[src/rtl/dma_chain_pkg.sv]
package dma_chain_pkg;

  typedef enum logic [2:0] {
    ST_IDLE,
    ST_FETCH,
    ST_WAIT,
    ST_RD,
    ST_WR,
    ST_DONE
  } chan_state_t;

  // command word field positions
  localparam int CMD_WIDTH_LSB = 13;
  localparam int CMD_BURST_LSB = 15;
  localparam int CMD_END_IRQ   = 17;
  localparam int CMD_FLOW_SRC  = 18;
  localparam int CMD_FLOW_TGT  = 19;
  localparam int CMD_INC_TGT   = 20;
  localparam int CMD_INC_SRC   = 21;

  // status word bit positions
  localparam int ST_BIT_END  = 0;
  localparam int ST_BIT_ERR  = 1;
  localparam int ST_BIT_STOP = 3;
  localparam int ST_BIT_REQ  = 8;
  localparam int ST_BIT_RUN  = 31;

  typedef struct packed {
    logic       inc_src;
    logic       inc_tgt;
    logic       paced;
    logic       end_irq;
    logic [1:0] burst;
    logic [1:0] width;
  } cmd_t;

  function automatic cmd_t decode_cmd(input logic [31:0] w);
    cmd_t c;
    c.inc_src = w[CMD_INC_SRC];
    c.inc_tgt = w[CMD_INC_TGT];
    c.paced   = w[CMD_FLOW_SRC] | w[CMD_FLOW_TGT];
    c.end_irq = w[CMD_END_IRQ];
    c.burst   = w[CMD_BURST_LSB +: 2];
    c.width   = w[CMD_WIDTH_LSB +: 2];
    return c;
  endfunction

  function automatic logic [5:0] width_bytes(input logic [1:0] code);
    case (code)
      2'd1:    return 6'd1;
      2'd2:    return 6'd2;
      default: return 6'd4;
    endcase
  endfunction

  function automatic logic [5:0] burst_bytes(input logic [1:0] code);
    case (code)
      2'd1:    return 6'd8;
      2'd2:    return 6'd16;
      default: return 6'd32;
    endcase
  endfunction

  function automatic logic [1:0] size_code(input logic [1:0] code);
    case (code)
      2'd1:    return 2'd0;
      2'd2:    return 2'd1;
      default: return 2'd2;
    endcase
  endfunction

endpackage

[src/rtl/dma_chain_csr.sv]
module dma_chain_csr
  import dma_chain_pkg::*;
#(
  parameter int ADDR_W = 32
) (
  input  logic              clk,
  input  logic              rst,
  input  logic              we,
  input  logic [1:0]        addr,
  input  logic [31:0]       wdata,
  output logic [31:0]       rdata,
  input  logic              periph_req,
  input  logic              idle,
  input  logic [ADDR_W-1:0] cur_src,
  input  logic [ADDR_W-1:0] cur_tgt,
  input  logic              set_end,
  input  logic              set_err,
  input  logic              stop_req,
  output logic              run,
  output logic [ADDR_W-1:0] first_desc,
  output logic              irq
);

  logic run_q, flag_end, flag_err;
  logic [ADDR_W-1:0] first_q;
  logic [31:0] rdata_q;
  logic [31:0] status;
  logic ctl_wr;

  assign ctl_wr = we && (addr == 2'd0);

  always_comb begin
    status = '0;
    status[ST_BIT_RUN]  = run_q;
    status[ST_BIT_REQ]  = periph_req;
    status[ST_BIT_STOP] = idle;
    status[ST_BIT_ERR]  = flag_err;
    status[ST_BIT_END]  = flag_end;
  end

  always_ff @(posedge clk) begin
    if (rst) begin
      run_q    <= 1'b0;
      flag_end <= 1'b0;
      flag_err <= 1'b0;
      first_q  <= '0;
      rdata_q  <= '0;
    end else begin
      if (stop_req || set_err) run_q <= 1'b0;
      if (ctl_wr) run_q <= wdata[ST_BIT_RUN];
      if (ctl_wr && wdata[ST_BIT_END]) flag_end <= 1'b0;
      if (set_end) flag_end <= 1'b1;
      if (ctl_wr && wdata[ST_BIT_ERR]) flag_err <= 1'b0;
      if (set_err) flag_err <= 1'b1;
      if (we && addr == 2'd1) first_q <= wdata[ADDR_W-1:0];
      case (addr)
        2'd0:    rdata_q <= status;
        2'd1:    rdata_q <= 32'(first_q);
        2'd2:    rdata_q <= 32'(cur_src);
        default: rdata_q <= 32'(cur_tgt);
      endcase
    end
  end

  assign run        = run_q;
  assign first_desc = first_q;
  assign rdata      = rdata_q;
  assign irq        = flag_end | flag_err;

  AST_ERR_STOPS_RUN: assert property (@(posedge clk) disable iff (rst)
    (set_err && !ctl_wr) |=> (flag_err && !run_q)) else $error("error did not stop run");

  AST_END_FLAG_STICKY: assert property (@(posedge clk) disable iff (rst)
    (flag_end && !ctl_wr) |=> flag_end) else $error("completion flag lost");

endmodule

[src/rtl/dma_chain_ctrl.sv]
module dma_chain_ctrl
  import dma_chain_pkg::*;
#(
  parameter int ADDR_W = 32,
  parameter int LEN_W  = 13
) (
  input  logic              clk,
  input  logic              rst,
  input  logic              run,
  input  logic [ADDR_W-1:0] first_desc,
  output logic              mem_req,
  output logic              mem_we,
  output logic [ADDR_W-1:0] mem_addr,
  output logic [31:0]       mem_wdata,
  output logic [1:0]        mem_size,
  input  logic [31:0]       mem_rdata,
  input  logic              mem_gnt,
  input  logic              mem_err,
  input  logic              periph_req,
  output logic              periph_ack,
  output logic              set_end,
  output logic              set_err,
  output logic              stop_req,
  output logic              idle,
  output logic [ADDR_W-1:0] cur_src,
  output logic [ADDR_W-1:0] cur_tgt
);

  localparam int DESC_WORDS = 4;
  localparam int IDX_W      = $clog2(DESC_WORDS);

  chan_state_t       state;
  logic [IDX_W-1:0]  fidx;
  logic [ADDR_W-1:0] fetch_base, link_q, src_q, tgt_q;
  cmd_t              cmd_q, cmd_new;
  logic [LEN_W-1:0]  len_left, len_next, len_new;
  logic [5:0]        burst_left, burst_next, step;
  logic [31:0]       data_q;
  logic              ack_q;
  logic              granted_ok;

  assign cmd_new    = decode_cmd(mem_rdata);
  assign len_new    = mem_rdata[LEN_W-1:0];
  assign step       = width_bytes(cmd_q.width);
  assign granted_ok = mem_gnt && !mem_err;

  always_comb begin
    if (len_left <= LEN_W'(step)) len_next = '0;
    else                          len_next = len_left - LEN_W'(step);
    if (burst_left <= step) burst_next = '0;
    else                    burst_next = burst_left - step;
  end

  always_ff @(posedge clk) begin
    if (rst) begin
      state      <= ST_IDLE;
      fidx       <= '0;
      fetch_base <= '0;
      link_q     <= '0;
      src_q      <= '0;
      tgt_q      <= '0;
      cmd_q      <= '0;
      len_left   <= '0;
      burst_left <= '0;
      data_q     <= '0;
      ack_q      <= 1'b0;
    end else begin
      ack_q <= 1'b0;
      case (state)
        ST_IDLE: begin
          if (run) begin
            fetch_base <= first_desc;
            fidx       <= '0;
            state      <= ST_FETCH;
          end
        end
        ST_FETCH: begin
          if (mem_gnt) begin
            if (mem_err) begin
              state <= ST_IDLE;
            end else begin
              fidx <= fidx + 1'b1;
              case (fidx)
                2'd0: link_q <= mem_rdata[ADDR_W-1:0];
                2'd1: src_q  <= mem_rdata[ADDR_W-1:0];
                2'd2: tgt_q  <= mem_rdata[ADDR_W-1:0];
                default: begin
                  cmd_q      <= cmd_new;
                  len_left   <= len_new;
                  burst_left <= burst_bytes(cmd_new.burst);
                  if (!run)               state <= ST_IDLE;
                  else if (len_new == '0) state <= ST_DONE;
                  else if (cmd_new.paced) state <= ST_WAIT;
                  else                    state <= ST_RD;
                end
              endcase
            end
          end
        end
        ST_WAIT: begin
          if (!run) begin
            state <= ST_IDLE;
          end else if (periph_req) begin
            burst_left <= burst_bytes(cmd_q.burst);
            state      <= ST_RD;
          end
        end
        ST_RD: begin
          if (mem_gnt) begin
            if (mem_err) state <= ST_IDLE;
            else begin
              data_q <= mem_rdata;
              state  <= ST_WR;
            end
          end
        end
        ST_WR: begin
          if (mem_gnt) begin
            if (mem_err) begin
              state <= ST_IDLE;
            end else begin
              if (cmd_q.inc_src) src_q <= src_q + ADDR_W'(step);
              if (cmd_q.inc_tgt) tgt_q <= tgt_q + ADDR_W'(step);
              len_left   <= len_next;
              burst_left <= burst_next;
              if (len_next == '0) begin
                ack_q <= cmd_q.paced;
                state <= ST_DONE;
              end else if (!run) begin
                state <= ST_IDLE;
              end else if (burst_next == '0) begin
                ack_q <= cmd_q.paced;
                if (cmd_q.paced) state <= ST_WAIT;
                else begin
                  burst_left <= burst_bytes(cmd_q.burst);
                  state      <= ST_RD;
                end
              end else begin
                state <= ST_RD;
              end
            end
          end
        end
        ST_DONE: begin
          if (!run || link_q[0]) begin
            state <= ST_IDLE;
          end else begin
            fetch_base <= link_q;
            fidx       <= '0;
            state      <= ST_FETCH;
          end
        end
        default: state <= ST_IDLE;
      endcase
    end
  end

  always_comb begin
    mem_req  = (state == ST_FETCH) || (state == ST_RD) || (state == ST_WR);
    mem_we   = (state == ST_WR);
    mem_size = (state == ST_FETCH) ? 2'd2 : size_code(cmd_q.width);
    case (state)
      ST_FETCH: mem_addr = fetch_base + ADDR_W'({fidx, 2'b00});
      ST_WR:    mem_addr = tgt_q;
      default:  mem_addr = src_q;
    endcase
  end

  assign mem_wdata  = data_q;
  assign periph_ack = ack_q;
  assign set_err    = mem_req && mem_gnt && mem_err;
  assign set_end    = (state == ST_DONE) && cmd_q.end_irq;
  assign stop_req   = (state == ST_DONE) && run && link_q[0];
  assign idle       = (state == ST_IDLE);
  assign cur_src    = src_q;
  assign cur_tgt    = tgt_q;

  AST_FETCH_SEQUENTIAL: assert property (@(posedge clk) disable iff (rst)
    (state == ST_FETCH && granted_ok && fidx != 2'd3)
      |=> (state == ST_FETCH && mem_addr == $past(mem_addr) + ADDR_W'(4))) else $error("fetch order");

  AST_SRC_HELD: assert property (@(posedge clk) disable iff (rst)
    (state == ST_WR && granted_ok && !cmd_q.inc_src) |=> (src_q == $past(src_q))) else $error("source moved");

  AST_COUNT_FALLS: assert property (@(posedge clk) disable iff (rst)
    (state == ST_WR && granted_ok) |=> (len_left < $past(len_left))) else $error("count did not fall");

  AST_ACK_PULSE: assert property (@(posedge clk) disable iff (rst)
    periph_ack |=> !periph_ack) else $error("ack longer than one cycle");

  AST_STOP_MARKER: assert property (@(posedge clk) disable iff (rst)
    (state == ST_DONE && link_q[0]) |=> (state == ST_IDLE)) else $error("ran past stop marker");

endmodule

[src/rtl/dma_chain_channel.sv]
module dma_chain_channel
  import dma_chain_pkg::*;
#(
  parameter int ADDR_W = 32,
  parameter int LEN_W  = 13
) (
  input  logic              clk,
  input  logic              rst,
  input  logic              csr_we,
  input  logic [1:0]        csr_addr,
  input  logic [31:0]       csr_wdata,
  output logic [31:0]       csr_rdata,
  output logic              irq,
  output logic              mem_req,
  output logic              mem_we,
  output logic [ADDR_W-1:0] mem_addr,
  output logic [31:0]       mem_wdata,
  output logic [1:0]        mem_size,
  input  logic [31:0]       mem_rdata,
  input  logic              mem_gnt,
  input  logic              mem_err,
  input  logic              periph_req,
  output logic              periph_ack
);

  logic              run, idle, set_end, set_err, stop_req;
  logic [ADDR_W-1:0] first_desc, cur_src, cur_tgt;

  dma_chain_csr #(.ADDR_W(ADDR_W)) u_csr (
    .clk        (clk),
    .rst        (rst),
    .we         (csr_we),
    .addr       (csr_addr),
    .wdata      (csr_wdata),
    .rdata      (csr_rdata),
    .periph_req (periph_req),
    .idle       (idle),
    .cur_src    (cur_src),
    .cur_tgt    (cur_tgt),
    .set_end    (set_end),
    .set_err    (set_err),
    .stop_req   (stop_req),
    .run        (run),
    .first_desc (first_desc),
    .irq        (irq)
  );

  dma_chain_ctrl #(.ADDR_W(ADDR_W), .LEN_W(LEN_W)) u_ctrl (
    .clk        (clk),
    .rst        (rst),
    .run        (run),
    .first_desc (first_desc),
    .mem_req    (mem_req),
    .mem_we     (mem_we),
    .mem_addr   (mem_addr),
    .mem_wdata  (mem_wdata),
    .mem_size   (mem_size),
    .mem_rdata  (mem_rdata),
    .mem_gnt    (mem_gnt),
    .mem_err    (mem_err),
    .periph_req (periph_req),
    .periph_ack (periph_ack),
    .set_end    (set_end),
    .set_err    (set_err),
    .stop_req   (stop_req),
    .idle       (idle),
    .cur_src    (cur_src),
    .cur_tgt    (cur_tgt)
  );

  AST_IDLE_NO_ACCESS: assert property (@(posedge clk) disable iff (rst)
    (idle && !run) |=> (!mem_req || run)) else $error("access while stopped");

endmodule

[config.mk]
export PLATFORM = sky130hd
export DESIGN_NAME = dma_chain_channel
export DESIGN_NICKNAME = d
export VERILOG_FILES = /design/src/rtl/dma_chain_pkg.sv /design/src/rtl/dma_chain_csr.sv /design/src/rtl/dma_chain_ctrl.sv /design/src/rtl/dma_chain_channel.sv
export SDC_FILE = /design/constraint.sdc
export NUM_CORES = 1
export LEC_CHECK = 0
export BUFFER_PORTS_ARGS = -buffer_cell sky130_fd_sc_hd__buf_4
export CORE_MARGIN = 8
export CORE_UTILIZATION = 35
export DETAILED_ROUTE_END_ITERATION = 12
export HOLD_SLACK_MARGIN = 0.02
export SLEW_MARGIN = 20
export SYNTH_ARGS = -nofsm -noshare
export SYNTH_HDL_FRONTEND = slang
export SYNTH_HIERARCHICAL = 1
export SYNTH_SLANG_ARGS = --single-unit
[constraint.sdc]
create_clock -name clk -period 7 [get_ports clk]
set_clock_uncertainty 0.1 [all_clocks]
set_input_delay 1.05 -clock clk [delete_from_list [all_inputs] [get_ports clk]]
set_output_delay 1.05 -clock clk [all_outputs]
set_load 0.02 [all_outputs]
# Yosys cells after proc, flatten, opt, wreduce, memory -nomap -nowiden
# Cells that the tools add are included.
# totals
regBits,260
latchBits,0
ramBits,0
rom_bits,0
in_bits,72
elab_cells,182
memories,0
# classes
add_sub_neg,6
mul,0
div_mod_pow,0
order_cmp,2
n_eq_ne,31
shift,0
mux,77
bitwise_logic,6
reduce_logical,39
# ops
operator,n
$mux W32,14
$pmux W32 S2,4
$pmux W32 S3,1
$mux W13,6
$mux W6,12
$add A32 B3 Y32,2
$mux W3,14
$add A32 B4 Y32,1
$logic_not A13 Y1,2
$pmux W13 S2,1
$pmux W6 S2,2
$ne A2 B2 Y1 const B,11
$pmux W3 S6,1
$pmux W6 S3,1
$reduce_and A7 Y1,2
$le A13 B3 Y1,1
$mux W1,13
$sub A13 B3 Y13,1
$reduce_and A6 Y1,2
$eq A2 B1 Y1 const B,5
$eq A2 B2 Y1 const B,5
$mux W2,5
$reduce_bool A2 Y1,5
$logic_and A1 B1 Y1,9
25 further kinds,41

# Logic depth before layout (Yosys ltp)
# Gate-level depths: netlist of run 1.
# depth
ltp_word,11
depth_mapped,12

# Hierarchy
# The synthesis of run 1 kept the hierarchy.
# modules_own_cells
module,n_inst,cells_each,area_per_inst_um2,seq_area_each_um2
dma_chain_ctrl,1,1549,11304.6,3863.7
dma_chain_csr,1,267,2907.8,1341.3

# Worst setup path after synthesis of run 1
# Ideal clock, no wire load.
# synth_path
kind,flip-flop to output port
start,reg u_ctrl.fidx[0]
end,out mem_addr[28]
t_arrival_ns,2.236
required_ns,5.850
path_slack_ns,3.614
path_stages_with_launch,9
cell_sequence,dfxtp_1 ha_1 fa_1 and2_1 nand4_1 nor4_1 nand2_1 xor2_1 o21ai_0
# synth_between
elab_chain_cells,2
# synth_lines
element,line_no,text
"start, declared",dma_chain_ctrl.sv:33,logic [IDX_W-1:0] fidx;
"start signal, assigned",dma_chain_ctrl.sv:82,fidx <= fidx + 1'b1;
$add A32 B4 Y32,dma_chain_ctrl.sv:163,"ST_FETCH: mem_addr = fetch_base + ADDR_W'({fidx, 2'b00});"
$pmux W32 S2,dma_chain_ctrl.sv:162,case (state)
"end, declared",dma_chain_channel.sv:16,"output logic [ADDR_W-1:0] mem_addr,"
# Every way passes these cells.

# Worst setup path after layout of run 1
# layout_path
start,reg u_ctrl.state[2]
end,out mem_addr[5]
# layout_between
elab_chain_cells,2
elab_cells_between_ends,3
# layout_lines
element,line_no,text
"start, declared",dma_chain_ctrl.sv:32,chan_state_t state;
"start signal, assigned",dma_chain_ctrl.sv:56,state <= ST_IDLE;
"start signal, assigned",dma_chain_ctrl.sv:74,state <= ST_FETCH;
"start signal, assigned",dma_chain_ctrl.sv:80,state <= ST_IDLE;
$eq A3 B3 Y1 or $eq A3 B1 Y1 (tied branches),dma_chain_ctrl.sv:162,
$pmux W32 S2 (*),dma_chain_ctrl.sv:162,
# Mark *: on every way between the ends. The rest lies on a longest branch, timed or not.

==> results of run 1 <==
[how the worst min path moves through the flow]
stage	startpoint	endpoint	slack, ps
final	u_ctrl/mem_wdata[9]	u_ctrl/mem_wdata[9]	360
after global routing	u_ctrl/link_q[31]	u_ctrl/link_q[31]	370
after CTS	u_ctrl/mem_wdata[9]	u_ctrl/mem_wdata[9]	360
after detailed placement	u_ctrl/link_q[24]	u_ctrl/link_q[24]	350
after global placement	u_ctrl/mem_wdata[28]	u_ctrl/mem_wdata[28]	340
after floorplan	u_ctrl/cmd_q[4]	u_ctrl/cmd_q[4]	330
[power groups by stage]
stage	sequential, mW	combinational [mW]	clock, mW
floorplan	1.55	0.151	0
global placement	1.55	0.263	0
detailed placement	1.55	0.264	0
CTS	1.52	0.265	1.63
global route	1.52	0.287	1.69
finish	1.52	0.268	1.60
[layer usage]
metal	global-route usage, %	routed length, microns	up-vias
met5	0	0	-
met4	7.42	1720	0
met3	4.26	4290	86
met2	36.2	25500	629
met1	28.8	23500	6986
li1	-	-	6713
[flip-flops by register name, indices dropped and copies added (netlist names), 8 cells and up]
name / count
u_ctrl/mem_wdata: 32
u_csr/rdata: 32
u_ctrl/cur_tgt: 32
u_ctrl/cur_src: 32
u_ctrl/fetch_base: 32
u_ctrl/link_q: 32
u_ctrl/len_left: 13
u_ctrl/cmd_q: 8
u_csr/first_desc: 32
[critical path, cell delays in order, from the launching register on]
cell     delay, ps
dfxtp_1        710
or3b_2         780
inv_2          140
buf_4          440
buf_4          630
a221o_1        300
buf_4          150
[metrics by stage]
| step | total power, mW | worst slack [ps] |
|---|---|---|
| after floorplan | 1.70 | 3610 |
| after global placement | 1.82 | 2800 |
| after detailed placement | 1.82 | 2760 |
| after CTS | 3.41 | 2150 |
| final | 3.39 | 2060 |
| after global routing | 3.50 | 1800 |
[cells by family (layout without fill, tap and decap cells)]
logic type | Yosys count | count (layout) | synth area share, %
buffers and inverters | 176 | 285 | 5.46
flip-flops | 260 | 260 | 36.6
XOR/XNOR | 34 | 34 | 2.10
adder cells (fa/ha/maj) | 29 | 29 | 2.82
multiplexers | 81 | 81 | 5.71
AND/OR/NAND/NOR | 751 | 751 | 25.1
AO/OA/AOI/OAI | 485 | 485 | 22.2
[final cells by class]
type,count,area share (%)
inverters,38,0.853
clock buffers,46,5.39
repair buffers,193,8.69
flip-flops and latches,260,31.1
well taps,532,3.98
multi-input cells,1380,49.4
clock inverters,8,0.554
[cells in the final DEF (no fill, tap or decap), types with 14 or more instances in the layout]
cell | Yosys | final
nand2_1 | 289 | 289
dfxtp_1 | 260 | 260
buf_4 | 1 | 192
nor2_1 | 142 | 141
a21oi_1 | 141 | 139
o21ai_0 | 88 | 88
mux2i_1 | 80 | 80
nand3_1 | 80 | 80
nand2b_1 | 77 | 76
o22ai_1 | 43 | 43
a311oi_1 | 38 | 38
inv_1 | 36 | 36
clkbuf_16 | 0 | 31
nor3_1 | 31 | 31
a22oi_1 | 29 | 29
a211oi_1 | 27 | 27
ha_1 | 24 | 24
and3_1 | 23 | 23
nor4_1 | 21 | 21
nand4_1 | 20 | 20
xor2_1 | 20 | 20
o31ai_1 | 17 | 17
xnor2_1 | 14 | 14
==> impl_metrics.env, run 1 <==
export IMPL_wirelength_mm=55.0
export IMPL_grt_antenna_before_repair=0
export IMPL_hp_class="flip-flop to flip-flop"
export IMPL_fin_area_sq_um=16700
export IMPL_syn_avg_cell_area_sq_um=7.83
export IMPL_peakVddDrop_uv=211
export IMPL_drive_gt1_share_pct=13.9
export IMPL_critPathArrivalTime_ps=3790
export IMPL_cp_required_ps=5850
export IMPL_layout_nets=2004
export IMPL_via_count=14414
export IMPL_worstSetupStartpoint="u_ctrl/state[2]"
export IMPL_fillers=4127
export IMPL_synth_cells=1816
export IMPL_r2r_end="u_ctrl/cur_src[29]"
export IMPL_cts_root_buf="clkbuf_16"
export IMPL_startpoint_type="flip-flop"
export IMPL_cap_viol_max_count=0
export IMPL_clock_sinks=260
export IMPL_synth_edf_count=0
export IMPL_yosys_top_cells_area="dfxtp_1 (37%), nand2_1 (7.6%), mux2i_1 (5.6%)"
export IMPL_start_util_pct=35.1
export IMPL_place_area_sq_um=15700
export IMPL_clock_fmax_mhz=202
export IMPL_antenna_cells=0
export IMPL_ff_latch_area_sq_um=5200
export IMPL_intPower_mw=2.55
export IMPL_wl_per_cell_microns=22.4
export IMPL_clkPwrFrac_pct=47.2
export IMPL_finalWeightedCongestion=0.932
export IMPL_ys_flop_type="dfxtp_1"
export IMPL_yosysMostFrequentCell="nand2_1"
export IMPL_boundaryPins=174
export IMPL_detail_route_antenna_nets=0
export IMPL_cp_max_fo=62
export IMPL_tightest_slew_ps=1170
export IMPL_cp_endpoint="mem_addr[5]"
export IMPL_multiInputGateArea_sq_um=8260
export IMPL_min_period_ps=4940
export IMPL_grt_pass1_vias=13764
export IMPL_core_area_sq_um=40500
export IMPL_grt_max_degree=109
export IMPL_hold_depth=2
export IMPL_rsz0062_at_grt="false"
export IMPL_drtIter0Drc=1455
export IMPL_synthesis_area_sq_um=14200
export IMPL_synth_warnings=6
export IMPL_rr_worst_depth=7
export IMPL_cts_path_max_buffers=3
export IMPL_hold_buffers=0
export IMPL_die_y_microns=218
export IMPL_relSlewSlack_pct=21.2
export IMPL_grt_pass1_wl_mm=83.1
export IMPL_synth_top_area_share_pct=36.6
export IMPL_drt_first_pass_iters=5
export IMPL_r2r_start="u_ctrl/state[0]"
export IMPL_cts_buffers=30
export IMPL_power_density_nw_per_um2=203
export IMPL_post_cts_buffers=0
export IMPL_hold_viol=0
export IMPL_ctsResizeCount=0
export IMPL_tns_ps=0
export IMPL_rows=74
export IMPL_grt_usage_pct=22.1
export IMPL_crit_type="flip-flop to output port"
export IMPL_setup_viol=0
export IMPL_netlist_top_cells_count="nand2_1 (289), dfxtp_1 (260), nor2_1 (142), a21oi_1 (141), clkbuf_1 (91)"
export IMPL_stdcell_count=2457
export IMPL_ys_types=77
export IMPL_vias_per_cell=5.87
export IMPL_die_width_microns=218
export IMPL_htree_levels=1
export IMPL_overflow=0
export IMPL_synth_seq_cells=260
export IMPL_final_util_pct=41.3
export IMPL_path_clk_slew_ps=60
export IMPL_r2r_setup_slack_ps=2960
export IMPL_clk_latency_ps=570
export IMPL_synth_top_cell_by_area="dfxtp_1"
export IMPL_syn_to_final_growth_pct=17.7
export IMPL_slew_viol_final=0
export IMPL_switching_share_pct=24.8
export IMPL_hold_slack_ps=355
export IMPL_dp_hpwl_mm=40.0
export IMPL_p_switching_mw=0.842
export IMPL_seq_power_share_pct=44.9
export IMPL_synthArstFlopShare_pct=0
export IMPL_status="finished, final reports clean"
export IMPL_timing_final_crit_share_pct=70.6
export IMPL_syn_nets=1917
export IMPL_dp_cells=2403
export IMPL_pwr_share_comb_pct=7.9
export IMPL_route_detailed_drc=0
export IMPL_cp_end_kind="output port"
export IMPL_cts_tree="built"
export IMPL_die_area_sq_um=47300
export IMPL_port_buffers=173
export IMPL_yosysSeqAreaShare_pct=36.6
export IMPL_power_leakage_nw=5.96
No activity file was read; power rests on OpenSTA's default activity.
==> run 2, diff against run 1 <==
Clock period 7 ns to 4 ns, I/O delays scaled along.
==> impl_metrics.env, run 2 (synthesis gave the netlist of run 1 again) <==
export IMPL_tns_ps=0
export IMPL_dp_hpwl_mm=39.3
export IMPL_peakVddDrop_uv=293
export IMPL_power_total_mw=5.93
export IMPL_drive_gt1_share_pct=14.6
export IMPL_wl_per_cell_microns=21.7
export IMPL_layout_commonest_cell="nand2_1"
export IMPL_power_density_nw_per_um2=352
export IMPL_cp_required_ps=3300
export IMPL_layout_nets=2017
export IMPL_hp_class="input port to flip-flop"
export IMPL_overflow=0
export IMPL_die_width_microns=218
export IMPL_cts_tree="built"
export IMPL_rsz0062_at_grt="false"
export IMPL_r2r_setup_slack_ps=730
export IMPL_detail_route_antenna_nets=0
export IMPL_route_detailed_drc=0
export IMPL_core_area_sq_um=40500
export IMPL_grt_usage_pct=21.5
export IMPL_setup_slack_ps=296
export IMPL_via_count=14405
export IMPL_clock_sinks=260
export IMPL_relSlewSlack_pct=34.0
export IMPL_r2r_end="u_ctrl/burst_left[5]"
export IMPL_slew_viol_final=0
export IMPL_cp_max_fo=8
export IMPL_ctsResizeCount=0
export IMPL_critPathArrivalTime_ps=3000
export IMPL_dp_cells=2415
export IMPL_clkPwrFrac_pct=47.0
export IMPL_die_area_sq_um=47300
export IMPL_power_leakage_nw=6.03
export IMPL_cp_slowest_cell="dfxtp_1"
export IMPL_switching_share_pct=25.0
export IMPL_die_y_microns=218
export IMPL_grt_pass1_vias=13601
export IMPL_clk_latency_ps=580
export IMPL_startpoint_type="flip-flop"
export IMPL_hold_depth=2
export IMPL_grt_pass1_wl_mm=81.4
export IMPL_port_buffers=173
export IMPL_wirelength_mm=53.7
export IMPL_final_util_pct=41.6
export IMPL_boundaryPins=174
export IMPL_htree_levels=1
export IMPL_tightest_slew_ps=989
export IMPL_whs_endpoint="u_csr/flag_end"
export IMPL_seq_power_share_pct=45.0
export IMPL_grt_max_degree=118
export IMPL_fin_area_sq_um=16800
export IMPL_rr_worst_depth=10
export IMPL_start_util_pct=35.1
export IMPL_crit_type="flip-flop to output port"
export IMPL_cts_path_max_buffers=3
export IMPL_cts_root_buf="clkbuf_16"
export IMPL_status="finished, final reports clean"
export IMPL_cap_viol_max_count=0
export IMPL_path_cells="ha_1 -> fa_1 -> and2_1 -> nand4_1 -> buf_4 -> nor4_1 -> nand2_1 -> xor2_1 -> o21ai_0 -> buf_4"
export IMPL_r2r_start="u_ctrl/cmd_q[1]"
export IMPL_path_clk_slew_ps=60
export IMPL_cpLargestDelayFamily="simple AND/OR/NAND/NOR gates"
export IMPL_critical_path_max_stage_delay_ps=430
export IMPL_hp_start="csr_wdata[0]"
export IMPL_cp_end_kind="output port"
export IMPL_critPathBufInv=2
export IMPL_pre_cts_ws_ps=684
export IMPL_syn_to_final_growth_pct=18.5
export IMPL_rows=74
export IMPL_p_switching_mw=1.48
export IMPL_intPower_mw=4.44
export IMPL_place_area_sq_um=15800
export IMPL_min_period_ps=3700
export IMPL_hold_viol=0
export IMPL_path_common_cell="buf_4"
export IMPL_cts_buffers=30
export IMPL_finalWeightedCongestion=0.927
export IMPL_final_cell_mix="nand2_1 (289), dfxtp_1 (260), buf_4 (202), nor2_1 (141), a21oi_1 (139)"
export IMPL_stdcell_count=2470
export IMPL_hold_slack_ps=142
export IMPL_setup_viol=0
export IMPL_drt_first_pass_iters=7
export IMPL_grt_antenna_before_repair=1
export IMPL_timing_final_crit_share_pct=92.6
export IMPL_clock_fmax_mhz=270
export IMPL_drtIter0Drc=1356
export IMPL_vias_per_cell=5.83
export IMPL_pwr_share_comb_pct=8.0
[run 2: cell types whose count changed in the layout (fill, tap and decap cells not counted), sizes merged]
| cell | change |
|---|---|
| buf | +13 |
| clkbuf | -5 |
| clkinvlp | +4 |
| diode | +1 |
[run 2: power groups by stage]
stage          clock network (mW)  logic, mW  registers, mW
6_report                     2.79      0.473           2.67
5_1_grt                      2.94      0.507           2.67
4_1_cts                      2.84      0.471           2.66
3_5_place_dp                    0      0.470           2.72
3_3_place_gp                    0      0.468           2.72
2_1_floorplan                   0      0.264           2.71
[run 2: final cells by class]
cell class / instances / area (sq um)
Antenna cell: 1 / 2.50
Clock buffer: 41 / 873
Clock inverter: 12 / 123
Fill cell: 4130 / 23600
Inverter: 38 / 143
Multi-Input combinational cell: 1380 / 8250
Sequential cell: 260 / 5200
Tap cell: 532 / 666
Timing Repair Buffer: 206 / 1590
[run 2: what timing repair did]
item                       in CTS  in global routing
hold buffers                    0                  0
setup endpoints to repair       0                  4
hold endpoints to repair        0                  0
buffers inserted                0                  1
[run 2: worst max path at each step]
| stage | from | end | cells past startpoint |
|---|---|---|---|
| floorplan | u_ctrl/fidx[0] | mem_addr[28] | 8 |
| global placement | u_ctrl/fidx[0] | mem_addr[28] | 9 |
| detailed placement | u_ctrl/fidx[0] | mem_addr[28] | 9 |
| CTS | u_ctrl/fidx[0] | mem_addr[28] | 9 |
| global route | u_ctrl/fidx[0] | mem_addr[28] | 10 |
| finish | u_ctrl/fidx[0] | mem_addr[28] | 10 |
[run 2: per-layer routing]
metal  up-vias  wire [microns]  global-route usage [%]  part of all wire, %
met5         -               0                       0                    0
met2       595           25100                    35.3                   47
met4         0            1740                    7.39                  3.2
li1       6736               -                       -                    -
met3       101            3610                    3.45                  6.7
met1      6973           23200                    28.4                   43
